## config.mk

```make
export PLATFORM = sky130hd
export DESIGN_NAME = bitop_unit
export DESIGN_NICKNAME = d
export VERILOG_FILES = /design/src/rtl/bitop_pkg.sv /design/src/rtl/bitop_rshift.sv /design/src/rtl/bitop_shift.sv /design/src/rtl/bitop_logic.sv /design/src/rtl/bitop_unit.sv
export SDC_FILE = /design/constraint.sdc
export NUM_CORES = 1
export LEC_CHECK = 0
export ABC_AREA = 1
export BUFFER_PORTS_ARGS = -buffer_cell sky130_fd_sc_hd__buf_2
export CAP_MARGIN = 20
export CORE_MARGIN = 4
export CORE_UTILIZATION = 25
export CTS_CLUSTER_SIZE = 8
export DETAILED_ROUTE_END_ITERATION = 8
export SLEW_MARGIN = 10
export SYNTH_ARGS = -nofsm -noshare
export SYNTH_HDL_FRONTEND = slang
export SYNTH_HIERARCHICAL = 1
export SYNTH_SLANG_ARGS = --single-unit
```

## constraint.sdc

```tcl
create_clock -name clk_i -period 0.8 [get_ports clk_i]
set_clock_uncertainty 0.05 [all_clocks]
set_input_delay 0.08 -clock clk_i [delete_from_list [all_inputs] [get_ports clk_i]]
set_output_delay 0.08 -clock clk_i [all_outputs]
set_load 0.02 [all_outputs]
```

## src/rtl/bitop_pkg.sv

```systemverilog
package bitop_pkg;
  typedef enum logic [2:0] {
    OP_SLL  = 3'd0,
    OP_SRL  = 3'd1,
    OP_SRA  = 3'd2,
    OP_AND  = 3'd3,
    OP_OR   = 3'd4,
    OP_XOR  = 3'd5,
    OP_CLRB = 3'd6,
    OP_TSET = 3'd7
  } bitop_e;

  function automatic logic is_shift(input bitop_e op);
    return (op == OP_SLL) || (op == OP_SRL) || (op == OP_SRA);
  endfunction
endpackage

```

## src/rtl/bitop_rshift.sv

```systemverilog
// Log-stage right shifter with a configurable fill bit
module bitop_rshift #(
  parameter int WIDTH = 17,
  parameter int AMT_W = 4
) (
  input  logic [WIDTH-1:0] data_i,
  input  logic [AMT_W-1:0] amt_i,
  input  logic             fill_i,
  output logic [WIDTH-1:0] data_o
);
  logic [WIDTH-1:0] stage [AMT_W+1];

  assign stage[0] = data_i;

  for (genvar s = 0; s < AMT_W; s++) begin : g_stage
    localparam int SH = 1 << s;
    assign stage[s+1] = amt_i[s] ? {{SH{fill_i}}, stage[s][WIDTH-1:SH]} : stage[s];
  end

  assign data_o = stage[AMT_W];
endmodule

```

## src/rtl/bitop_shift.sv

```systemverilog
// Shift datapath: one right shifter serves both directions through bit reversal.
// An extra guard bit catches the last bit shifted out.
module bitop_shift #(
  parameter int DATA_W = 16,
  parameter int AMT_W  = $clog2(DATA_W)
) (
  input  logic [DATA_W-1:0] src_i,
  input  logic [AMT_W-1:0]  amt_i,
  input  logic              left_i,
  input  logic              arith_i,
  output logic [DATA_W-1:0] res_o,
  output logic              carry_o
);
  localparam int EXT_W = DATA_W + 1;

  logic [EXT_W-1:0] right_in, left_ext, left_rev, sh_in, sh_out, out_rev;
  logic             fill;

  assign right_in = {src_i, 1'b0};
  assign left_ext = {1'b0, src_i};

  for (genvar b = 0; b < EXT_W; b++) begin : g_rev
    assign left_rev[b] = left_ext[EXT_W-1-b];
    assign out_rev[b]  = sh_out[EXT_W-1-b];
  end

  assign sh_in = left_i ? left_rev : right_in;
  assign fill  = arith_i & ~left_i & src_i[DATA_W-1];

  bitop_rshift #(.WIDTH(EXT_W), .AMT_W(AMT_W)) u_rshift (
    .data_i (sh_in),
    .amt_i  (amt_i),
    .fill_i (fill),
    .data_o (sh_out)
  );

  always_comb begin
    if (left_i) begin
      res_o   = out_rev[DATA_W-1:0];
      carry_o = out_rev[EXT_W-1];
    end else begin
      res_o   = sh_out[EXT_W-1:1];
      carry_o = sh_out[0];
    end
  end
endmodule

```

## src/rtl/bitop_logic.sv

```systemverilog
// Mask operations and single-bit clear / test-and-set
module bitop_logic
  import bitop_pkg::*;
#(
  parameter int DATA_W = 16,
  parameter int IDX_W  = $clog2(DATA_W)
) (
  input  bitop_e            op_i,
  input  logic [DATA_W-1:0] src_i,
  input  logic [DATA_W-1:0] mask_i,
  input  logic [IDX_W-1:0]  bidx_i,
  output logic [DATA_W-1:0] res_o,
  output logic              prev_o
);
  logic [DATA_W-1:0] bit_sel;

  for (genvar b = 0; b < DATA_W; b++) begin : g_dec
    assign bit_sel[b] = (bidx_i == IDX_W'(b));
  end

  always_comb begin
    prev_o = 1'b0;
    unique case (op_i)
      OP_AND:  res_o = src_i & mask_i;
      OP_OR:   res_o = src_i | mask_i;
      OP_XOR:  res_o = src_i ^ mask_i;
      OP_CLRB: res_o = src_i & ~bit_sel;
      OP_TSET: begin
        res_o  = src_i | bit_sel;
        prev_o = |(src_i & bit_sel);
      end
      default: res_o = src_i;
    endcase
  end
endmodule

```

## src/rtl/bitop_unit.sv

```systemverilog
module bitop_unit
  import bitop_pkg::*;
#(
  parameter int DATA_W = 16,
  parameter int AMT_W  = $clog2(DATA_W),
  parameter int IDX_W  = $clog2(DATA_W)
) (
  input  logic              clk_i,
  input  logic              rst_ni,
  input  logic              valid_i,
  input  logic [2:0]        op_i,
  input  logic [DATA_W-1:0] src_i,
  input  logic [AMT_W-1:0]  shamt_i,
  input  logic [DATA_W-1:0] mask_i,
  input  logic [IDX_W-1:0]  bidx_i,
  output logic              valid_o,
  output logic [DATA_W-1:0] result_o,
  output logic              carry_o,
  output logic              zero_o,
  output logic              prev_o
);
  bitop_e            op;
  logic [DATA_W-1:0] sh_res, lg_res, nxt_res;
  logic              sh_carry, lg_prev, nxt_carry, nxt_prev;

  assign op = bitop_e'(op_i);

  bitop_shift #(.DATA_W(DATA_W), .AMT_W(AMT_W)) u_shift (
    .src_i   (src_i),
    .amt_i   (shamt_i),
    .left_i  (op == OP_SLL),
    .arith_i (op == OP_SRA),
    .res_o   (sh_res),
    .carry_o (sh_carry)
  );

  bitop_logic #(.DATA_W(DATA_W), .IDX_W(IDX_W)) u_logic (
    .op_i   (op),
    .src_i  (src_i),
    .mask_i (mask_i),
    .bidx_i (bidx_i),
    .res_o  (lg_res),
    .prev_o (lg_prev)
  );

  always_comb begin
    if (is_shift(op)) begin
      nxt_res   = sh_res;
      nxt_carry = sh_carry;
      nxt_prev  = 1'b0;
    end else begin
      nxt_res   = lg_res;
      nxt_carry = 1'b0;
      nxt_prev  = lg_prev;
    end
  end

  always_ff @(posedge clk_i or negedge rst_ni) begin
    if (!rst_ni) begin
      valid_o  <= 1'b0;
      result_o <= '0;
      carry_o  <= 1'b0;
      zero_o   <= 1'b0;
      prev_o   <= 1'b0;
    end else begin
      valid_o <= valid_i;
      if (valid_i) begin
        result_o <= nxt_res;
        carry_o  <= nxt_carry;
        zero_o   <= (nxt_res == '0);
        prev_o   <= nxt_prev;
      end
    end
  end
endmodule

```

==> results of run 1 <==
==> cells in the mapped netlist, drive strengths merged <==
master	n
nor3b	1
nand3	88
clkbuf	10
a21oi	27
nand2	343
nand3b	1
nor3	6
inv	39
o21ai	35
a31oi	6
buf	22
clkinv	2
dfrtp	20
conb	1
nor2	56
o211ai	16
==> registers in the layout, indices dropped and copies added, names as in the netlist <==
| register | flops |
|---|---|
| zero_o | 1 |
| prev_o | 1 |
| result_o | 16 |
| carry_o | 1 |
| valid_o | 1 |
==> cells in the final DEF (no fill, tap or decap), types with 11 or more instances in the layout <==
master,netlist,layout
a21oi_1,27,27
nand2_1,319,223
buf_4,5,108
o21ai_1,8,11
inv_1,32,24
buf_6,7,32
nor2_1,55,42
dfrtp_1,20,20
buf_2,5,39
nand3_2,11,53
nand3_1,77,34
o21ai_2,6,13
o211ai_1,16,16
nand2_2,22,108
o21ai_0,21,11
==> cells by family after synthesis <==
group,count (synthesis),synth area share (%)
other cells,1,0.105
simple gates,495,59.4
buf+inv,73,12.7
compound gates,84,13.7
flops,20,14.0
==> final timing paths <==
kind                             start            to  cells past startpoint
max in group asynchronous       rst_ni   result_o[5]                      2
min                            valid_i       valid_o                      2
max                            op_i[1]  result_o[10]                     19
min reg2reg                     zero_o        zero_o                      2
max reg2reg                result_o[5]   result_o[5]                      3
min in group asynchronous       rst_ni   result_o[2]                      2
==> worst max-delay path, delay by kind of cell <==
family / cells / cell delay [ns]
compound gates: 2 / 0.16
simple gates: 11 / 0.97
buf+inv: 6 / 0.77
==> repair_timing <==
action                     CTS  global route
setup endpoints to repair   39            39
pin swaps                   34            68
hold buffers                 1             0
buffers inserted            15             3
cloned                       1             0
gates resized for setup    152            84
hold endpoints to repair    20             0
==> layer usage <==
metal / track usage [%] / share of wire, % / routed length [um]
met5: 0 / 0 / 0
met4: 2.90 / 1.6 / 225
met3: 1.88 / 5.5 / 782
met2: 28.3 / 48 / 6820
met1: 22.5 / 44 / 6260
==> layout make-up <==
type | instances | area [um2] | area share [%]
repair buffers | 191 | 1590 | 26.9
clock inverters | 1 | 30.0 | 0.509
inverters | 41 | 180 | 3.05
multi-input cells | 580 | 3300 | 55.9
clock buffers | 3 | 75.1 | 1.27
flip-flops and latches | 20 | 500 | 8.48
well taps | 180 | 225 | 3.82
==> metrics by stage <==
step / TNS [ns] / hold slack [ns] / cell area (um2) / std cells / worst slack (ns)
after floorplan: -13.57 / -0.266 / 3660 / 673 / -0.972
after global placement: -23.98 / -0.00177 / 4820 / 993 / -1.46
after detailed placement: -23.97 / 0.0103 / 4820 / 993 / -1.46
after CTS: -18.32 / 0.125 / 5560 / 1014 / -1.01
after global routing: -21.73 / 0.152 / 5900 / 1016 / -1.23
final: -19.05 / 0.155 / 5900 / 1016 / -1.07
==> report_power, final <==
part	internal, W	switching, W
clock	0.000992	0.000372
sequential	0.00113	0.0000883
combinational	0.00161	0.00202
==> reports/summary.txt, run 1 <==
YS warnings: 6
Synth area leaders: nand2_1 (34%), dfrtp_1 (14%), nand3_1 (11%)
worst setup path class: primary input to register
global-route wire length before repair: 22400 um
FP Rows: 43
setup repair after global routing missed its margin: yes
Setup Viol. Count Final: 39
reg2reg setup slack: -0.13 ns
WL final: 14100 um
CTS tree: built
Pwr Density: 1050 mW/mm2
Root Buffer: clkbuf_16
Total GRT Usage: 16.5%
diode count: 0
largest net degree at the start of global routing: 26
most used cell, CP: nand2_2
Final Util: 42.3%
share of layout cells above drive strength 1: 49.5%
Post-Syn Instances: 673
Clock transition at path regs: 0.06 ns
Avg Synthesized Cell Area: 5.30 um2
clk buf depth: 2
Wirelength per Cell: 13.9 um
Port Buf Inserts: 65
initial DRC count: 371
I/O pin count: 66
vias in the first global route: 4566
Slowest cell on crit path: nor3_4
leading area contributor after synthesis: nand2_1
post-synthesis cell area: 0.00357 mm2
CTS buffer count: 3
drt via density: 4.82
max_cap viols: 0
Pwr Total: 0.00621 W
Post-Syn Nets: 719
crit-path cells: buf_8 > nor3_4 > buf_12 > buf_12 > nand2_2 > nand2_4 > nand2_2 > nand3_2 > nand2_2 > nand2_2 > nand3_2 > nand2_1 > buf_4 > nand2_1 > nand2_1 > o21ai_2 > buf_4 > buf_4 > o21ai_2
count of cell types in the netlist: 32
Max Fclk: 0.535 GHz
Die X: 127 um
Startpoint Class: primary input
htree depth: 1
Starting Density: 25.6%
die area: 0.0162 mm2
number of synthesized register bits: 20
Vias: 4902
maximum vdd ir drop: 0.979 mV
max-slew violation count: 0
Crit path required time: 0.94 ns
top-area cell type share of the netlist area: 33.6%
Lkg Pwr: 3.03 nW
min-delay worst type: primary input to register
worst skew pair latency: 0.25 ns
DP HPWL: 10600 um
drc violations: 0
final net count: 883
crit end category: register
initial antenna violation count: 0
gpl congestion: 0.900
Final Hold Viols: 0
Seq/Total Area, Yosys: 14.0%
status: finished with violations
CP peak stage delay: 0.20 ns
synthesis-to-layout area growth: 65.3%
height of the die: 127 um
CP max FO: 8
violated checks: setup timing
ANT nets after route: 0
fill count: 1448
final worst slack: -1.07 ns
minimum clock period: 1.87 ns
first-pass detailed-route iteration total: 5
CP arrival: 2.01 ns
clk sinks: 20
Final period util: 234%
total grt overflow: 0
CORE AREA: 0.0139 mm2
No activity file was read; power rests on OpenSTA's default activity.
==> run 2: changes to the inputs <==
--- a/config.mk
+++ b/config.mk
@@ -8,7 +8,6 @@
 export ABC_AREA = 1
 export BUFFER_PORTS_ARGS = -buffer_cell sky130_fd_sc_hd__buf_2
 export CAP_MARGIN = 20
-export CORE_MARGIN = 4
 export CORE_UTILIZATION = 25
 export CTS_CLUSTER_SIZE = 8
 export DETAILED_ROUTE_END_ITERATION = 8
==> run 2 against run 1 <==
The flow still finishes with violations (setup timing); first-iteration DRC count down 11%; clock power down 25%; combinational power up 5%; critical path type unchanged; highest routed layer unchanged; design area up 3.8%; utilization up 1.8 points; final cell count up 1.1%; die area down 9.2%; maximum frequency down 0.88%; hold slack worse by 0.014 ns; setup slack worse by 0.017 ns; wire length up 2.1%.
==> reports/summary.txt, run 2 (same netlist as run 1, synthesis figures left out) <==
delay-heaviest family, CP: simple AND/OR/NAND/NOR gates
first-pass detailed-route iteration total: 5
Wirelength per Cell: 14.0 um
hold-critical path endpoint: valid_o
reg2reg setup slack: -0.14 ns
Lkg Pwr: 3.12 nW
drc violations: 0
Hold Crit Start: valid_i
Final TNS setup: -19.87 ns
minimum clock period: 1.89 ns
area of the multi-input gates: 0.00337 mm2
setup repair after global routing missed its margin: yes
CP arrival: 2.01 ns
Slowest cell on crit path: nor3_4
Worst Setup SP: op_i[1]
cell-internal power: 0.00352 W
Die X: 121 um
Starting Density: 25.7%
initial DRC count: 331
Crit path required time: 0.93 ns
vias in the first global route: 4756
global-route wire length before repair: 22600 um
height of the die: 121 um
clk sinks: 20
fill count: 1395
worst hold path depth: 2
synthesis-to-layout area growth: 71.6%
capturing point of the worst reg2reg path: result_o[5]
diode count: 0
final worst slack: -1.09 ns
largest net degree at the start of global routing: 26
drt via density: 4.86
min-delay worst type: primary input to register
initial antenna violation count: 0
I/O pin count: 66
FP Rows: 43
commonest cells after routing, fill and taps aside: nand2_1 (227), buf_4 (111), nand2_2 (97)
gpl congestion: 0.934
Post-Layout Cell Count: 1027
Root Buffer: clkbuf_16
Total GRT Usage: 19.0%
DP HPWL: 10500 um
clk buf depth: 2
CTS buffer count: 3
Final period util: 236%
CTS tree: built
CP max FO: 7
Final Util: 44.1%
die area: 0.0148 mm2
max reg flops: 16
Max Fclk: 0.530 GHz
status: finished with violations
reg2reg start: result_o[5]
switching power: 0.00254 W
Setup Viol. Count Final: 39
maximum vdd ir drop: 0.680 mV
Largest Register: result_o
Logic pwr share: 63.0%
FF/Latch Area: 500 um2
worst skew pair latency: 0.25 ns
FF-to-FF path depth: 3
crit end category: register
clock power share: 16.8%
worst setup path class: primary input to register
Seq pwr share: 20.2%
total grt overflow: 0
Vias: 4995
CORE AREA: 0.0139 mm2
max-slew violation count: 0
final net count: 895
share of layout cells above drive strength 1: 50.5%
WP buf/inv: 6
Final Hold Viols: 0
Clock transition at path regs: 0.06 ns
ANT nets after route: 0
crit-path cells: buf_8 > nor3_4 > buf_12 > buf_12 > nand2_2 > nand2_2 > nand2_2 > nand3_2 > nand3_2 > nand2_2 > buf_6 > nand2_1 > nand2_1 > nand2_1 > nand2_1 > o21ai_2 > buf_4 > buf_4 > o21ai_2
Pwr Density: 989 mW/mm2
violated checks: setup timing
placed cell count: 998
max_cap viols: 0
Sw Share: 41.9%
htree depth: 1
CP peak stage delay: 0.21 ns
WL final: 14400 um
most common cell after layout, fill and taps aside: nand2_1
Port Buf Inserts: 65
Startpoint Class: primary input
==> run 2: cell types whose count changed in the layout (fill, tap and decap cells not counted), moves of 4 or more <==
cell,change
buf_12,+7
nand2_1,+4
nand2_2,-11
nand2_4,+7
nand3_1,-4
==> run 2: what timing repair did <==
item / 4_1_cts / 5_1_grt
hold buffers: 1 / 0
endpoints found under the setup margin: 39 / 39
resized for setup: 165 / 93
hold endpoints to repair: 20 / 0
cloned: 2 / 1
buffers inserted: 20 / 3
pin swaps: 60 / 77
==> run 2: cell type report <==
cell class,count,area share (%)
timing repair inverter,2,0.286
timing repair buffer,201,28.6
inverter,41,2.98
tap,180,3.68
sequential,20,8.17
clock buffer,3,1.23
multi-input combinational,580,55.1
==> run 2: power by group through the flow <==
stage                     combinational [W]  clock, W  sequential (W)
after global routing                0.00415   0.00107         0.00124
after global placement              0.00286         0         0.00121
after floorplan                     0.00150         0         0.00136
final                               0.00382   0.00102         0.00123
after CTS                           0.00345   0.00102         0.00122
after detailed placement            0.00288         0         0.00122
==> run 2: worst max-delay path by stage <==
stage | endpoint | slack, ns | depth (start not counted)
final | result_o[6] | -1.09 | 19
after detailed placement | zero_o | -1.34 | 21
after CTS | zero_o | -1.02 | 22
after global routing | zero_o | -1.21 | 21
after global placement | zero_o | -1.33 | 21
after floorplan | zero_o | -0.97 | 23
==> run 2: layer usage <==
| metal | GRT usage, % | vias to the layer above | share of wire [%] |
|---|---|---|---|
| met2 | 32.0 | 180 | 48 |
| met1 | 25.5 | 2274 | 44 |
| li1 | - | 2514 | - |
| met4 | 5.48 | 0 | 2.2 |
| met3 | 1.60 | 27 | 5.8 |
| met5 | 0 | - | 0 |
==> run 2: stage by stage <==
stage | power, W | instance area [um2] | hold WS [ns] | worst slack, ns
floorplan | 0.00286 | 3660 | -0.266 | -0.972
global placement | 0.00407 | 4900 | -0.00186 | -1.33
detailed placement | 0.00410 | 4900 | 0.00279 | -1.34
CTS | 0.00569 | 5720 | 0.125 | -1.02
global route | 0.00646 | 6120 | 0.147 | -1.21
finish | 0.00606 | 6120 | 0.141 | -1.09
==> run 2: worst reg2reg max path: stages (launching register included) <==
cell	delay (ns)
dfrtp_1	0.39
buf_4	0.13
nor2_1	0.20
nor2_4	0.06
==> run 3: changes to the inputs <==
==> constraint.sdc (replaced) <==
create_clock -name clk_i -period 2.4 [get_ports clk_i]
set_clock_uncertainty 0.05 [all_clocks]
set_input_delay 0.24 -clock clk_i [delete_from_list [all_inputs] [get_ports clk_i]]
set_output_delay 0.24 -clock clk_i [all_outputs]
set_load 0.02 [all_outputs]
==> run 3 against run 2 <==
The flow now finishes without violations; combinational power fell by 79%; first-iteration DRC count rose by 21%; wire length decreased by 15%; clock power fell by 55%; sequential share of layout area up 3.7 points; sequential power fell by 68%; largest power group unchanged; highest routed layer unchanged.
==> reports/summary.txt, run 3 (same netlist as run 1, synthesis figures left out) <==
synthesis-to-layout area growth: 17.7%
worst setup path class: primary input to register
Starting Density: 25.7%
CTS buffer count: 3
clk sinks: 20
initial antenna violation count: 0
FF-to-FF path depth: 2
capturing point of the worst reg2reg path: result_o[9]
max_cap viols: 0
CP max FO: 16
Lkg Pwr: 2.32 nW
global-route wire length before repair: 20400 um
vias in the first global route: 4196
DP HPWL: 9590 um
post-route cell area: 0.00420 mm2
WP buf/inv: 3
Pwr Density: 394 mW/mm2
height of the die: 121 um
Placement Setup Slack: 0.0207 ns
CTS tree: built
cell-internal power: 0.000980 W
Hold Crit Start: valid_i
Port Buf Inserts: 65
maximum vdd ir drop: 0.281 mV
most used cell, CP: nand2_1
Setup Viol. Count Final: 0
htree depth: 1
minimum clock period: 2.09 ns
first-pass detailed-route iteration total: 5
crit-path cells: buf_2 > nor3_2 > buf_4 > buf_12 > nand2_1 > nand2_1 > nand2_1 > nand3_2 > nand2_1 > nand2_1 > nand3_1 > nand2_1 > nand2_1 > nand2_1 > nand3_1 > nand2_1 > nor2_1 > nand2_1 > nor2_1 > nand3_1 > nand2_1
initial DRC count: 401
max reg flops: 16
Setup Fix Bufs, Post-CTS: 0
CORE AREA: 0.0139 mm2
ANT nets after route: 0
Slowest cell on crit path: buf_4
Largest Register: result_o
Final TNS setup: 0 ns
most common cell after layout, fill and taps aside: nand2_1
I/O pin count: 66
drc violations: 0
Root Buffer: clkbuf_16
switching power: 0.000675 W
Wirelength per Cell: 13.3 um
clock power share: 27.8%
Final period util: 87.1%
Die X: 121 um
Sw Share: 40.8%
Post-Layout Cell Count: 919
Vias: 4477
min-delay worst type: primary input to register
max-slew violation count: 0
Clock transition at path regs: 0.06 ns
commonest cells after routing, fill and taps aside: nand2_1 (317), nand3_1 (76), buf_2 (65)
Worst Tran Pin Value: 0.551 ns
Max Fclk: 0.479 GHz
Logic pwr share: 48.1%
drt via density: 4.87
Startpoint Class: primary input
placed cell count: 914
final net count: 786
CP arrival: 2.19 ns
placed inst area: 0.00407 mm2
reg2reg start: result_o[9]
reg2reg setup slack: 1.66 ns
diode count: 0
hold-critical path endpoint: valid_o
Final Hold Viols: 0
crit end category: register
die area: 0.0148 mm2
share of layout cells above drive strength 1: 20.6%
largest net degree at the start of global routing: 27
worst skew pair latency: 0.26 ns
total grt overflow: 0
clk buf depth: 2
WL final: 12200 um
setup repair after global routing missed its margin: no
delay-heaviest family, CP: simple AND/OR/NAND/NOR gates
CP peak stage delay: 0.19 ns
Crit path required time: 2.50 ns
fill count: 1601
gpl congestion: 0.890
worst hold path depth: 1
final worst slack: 0.310 ns
relative slew slack: 63.2%
FP Rows: 43
Total GRT Usage: 17.3%
status: complete, no violations
Seq pwr share: 24.1%
==> run 3: through the flow <==
step | total power (W) | hold WS, ns | utilization (%)
after global placement | 0.00119 | 0.166 | 29.3
after detailed placement | 0.00120 | 0.173 | 29.3
after CTS | 0.00166 | 0.215 | 30.2
after floorplan | 0.000939 | -0.106 | -
final | 0.00166 | 0.215 | 30.3
after global routing | 0.00178 | 0.237 | 30.3
==> run 3: repair_timing <==
| item | in CTS | in global routing |
|---|---|---|
| setup endpoints to repair | 0 | 1 |
| endpoints found under the hold margin | 20 | 0 |
| resized for setup | 0 | 5 |
| hold buffers | 1 | 0 |
==> run 3: area by class of cell <==
type,count,area (um2),share of cell area (%)
timing repair buffer,94,571,13.6
inverter,41,166,3.96
clock inverter,1,30.0,0.715
clock buffer,3,75.1,1.79
multi-input combinational,580,2630,62.7
tap,180,225,5.36
sequential,20,500,11.9
==> run 3: worst max-delay path by stage <==
stage	depth (start not counted)	endpoint	start	slack, ns
after floorplan	20	zero_o	op_i[2]	0.39
after global placement	21	zero_o	op_i[2]	0.02
after detailed placement	23	zero_o	op_i[2]	0.02
after CTS	23	zero_o	op_i[2]	0.28
after global routing	21	zero_o	op_i[2]	0.007
final	21	zero_o	op_i[2]	0.31
==> run 3: power by group through the flow <==
stage	sequential [W]	combinational [W]	clock, W
after global routing	0.000405	0.000901	0.000476
after detailed placement	0.000405	0.000790	0
after global placement	0.000406	0.000787	0
after CTS	0.000401	0.000794	0.000466
after floorplan	0.000454	0.000485	0
final	0.000399	0.000796	0.000460
==> run 3: per-layer routing <==
metal	GRT usage, %	routed length (um)	vias to the layer above
met3	2.16	805	36
met2	28.4	5440	144
met5	0	0	-
met1	22.2	5420	2005
met4	8.41	539	0
li1	-	-	2292
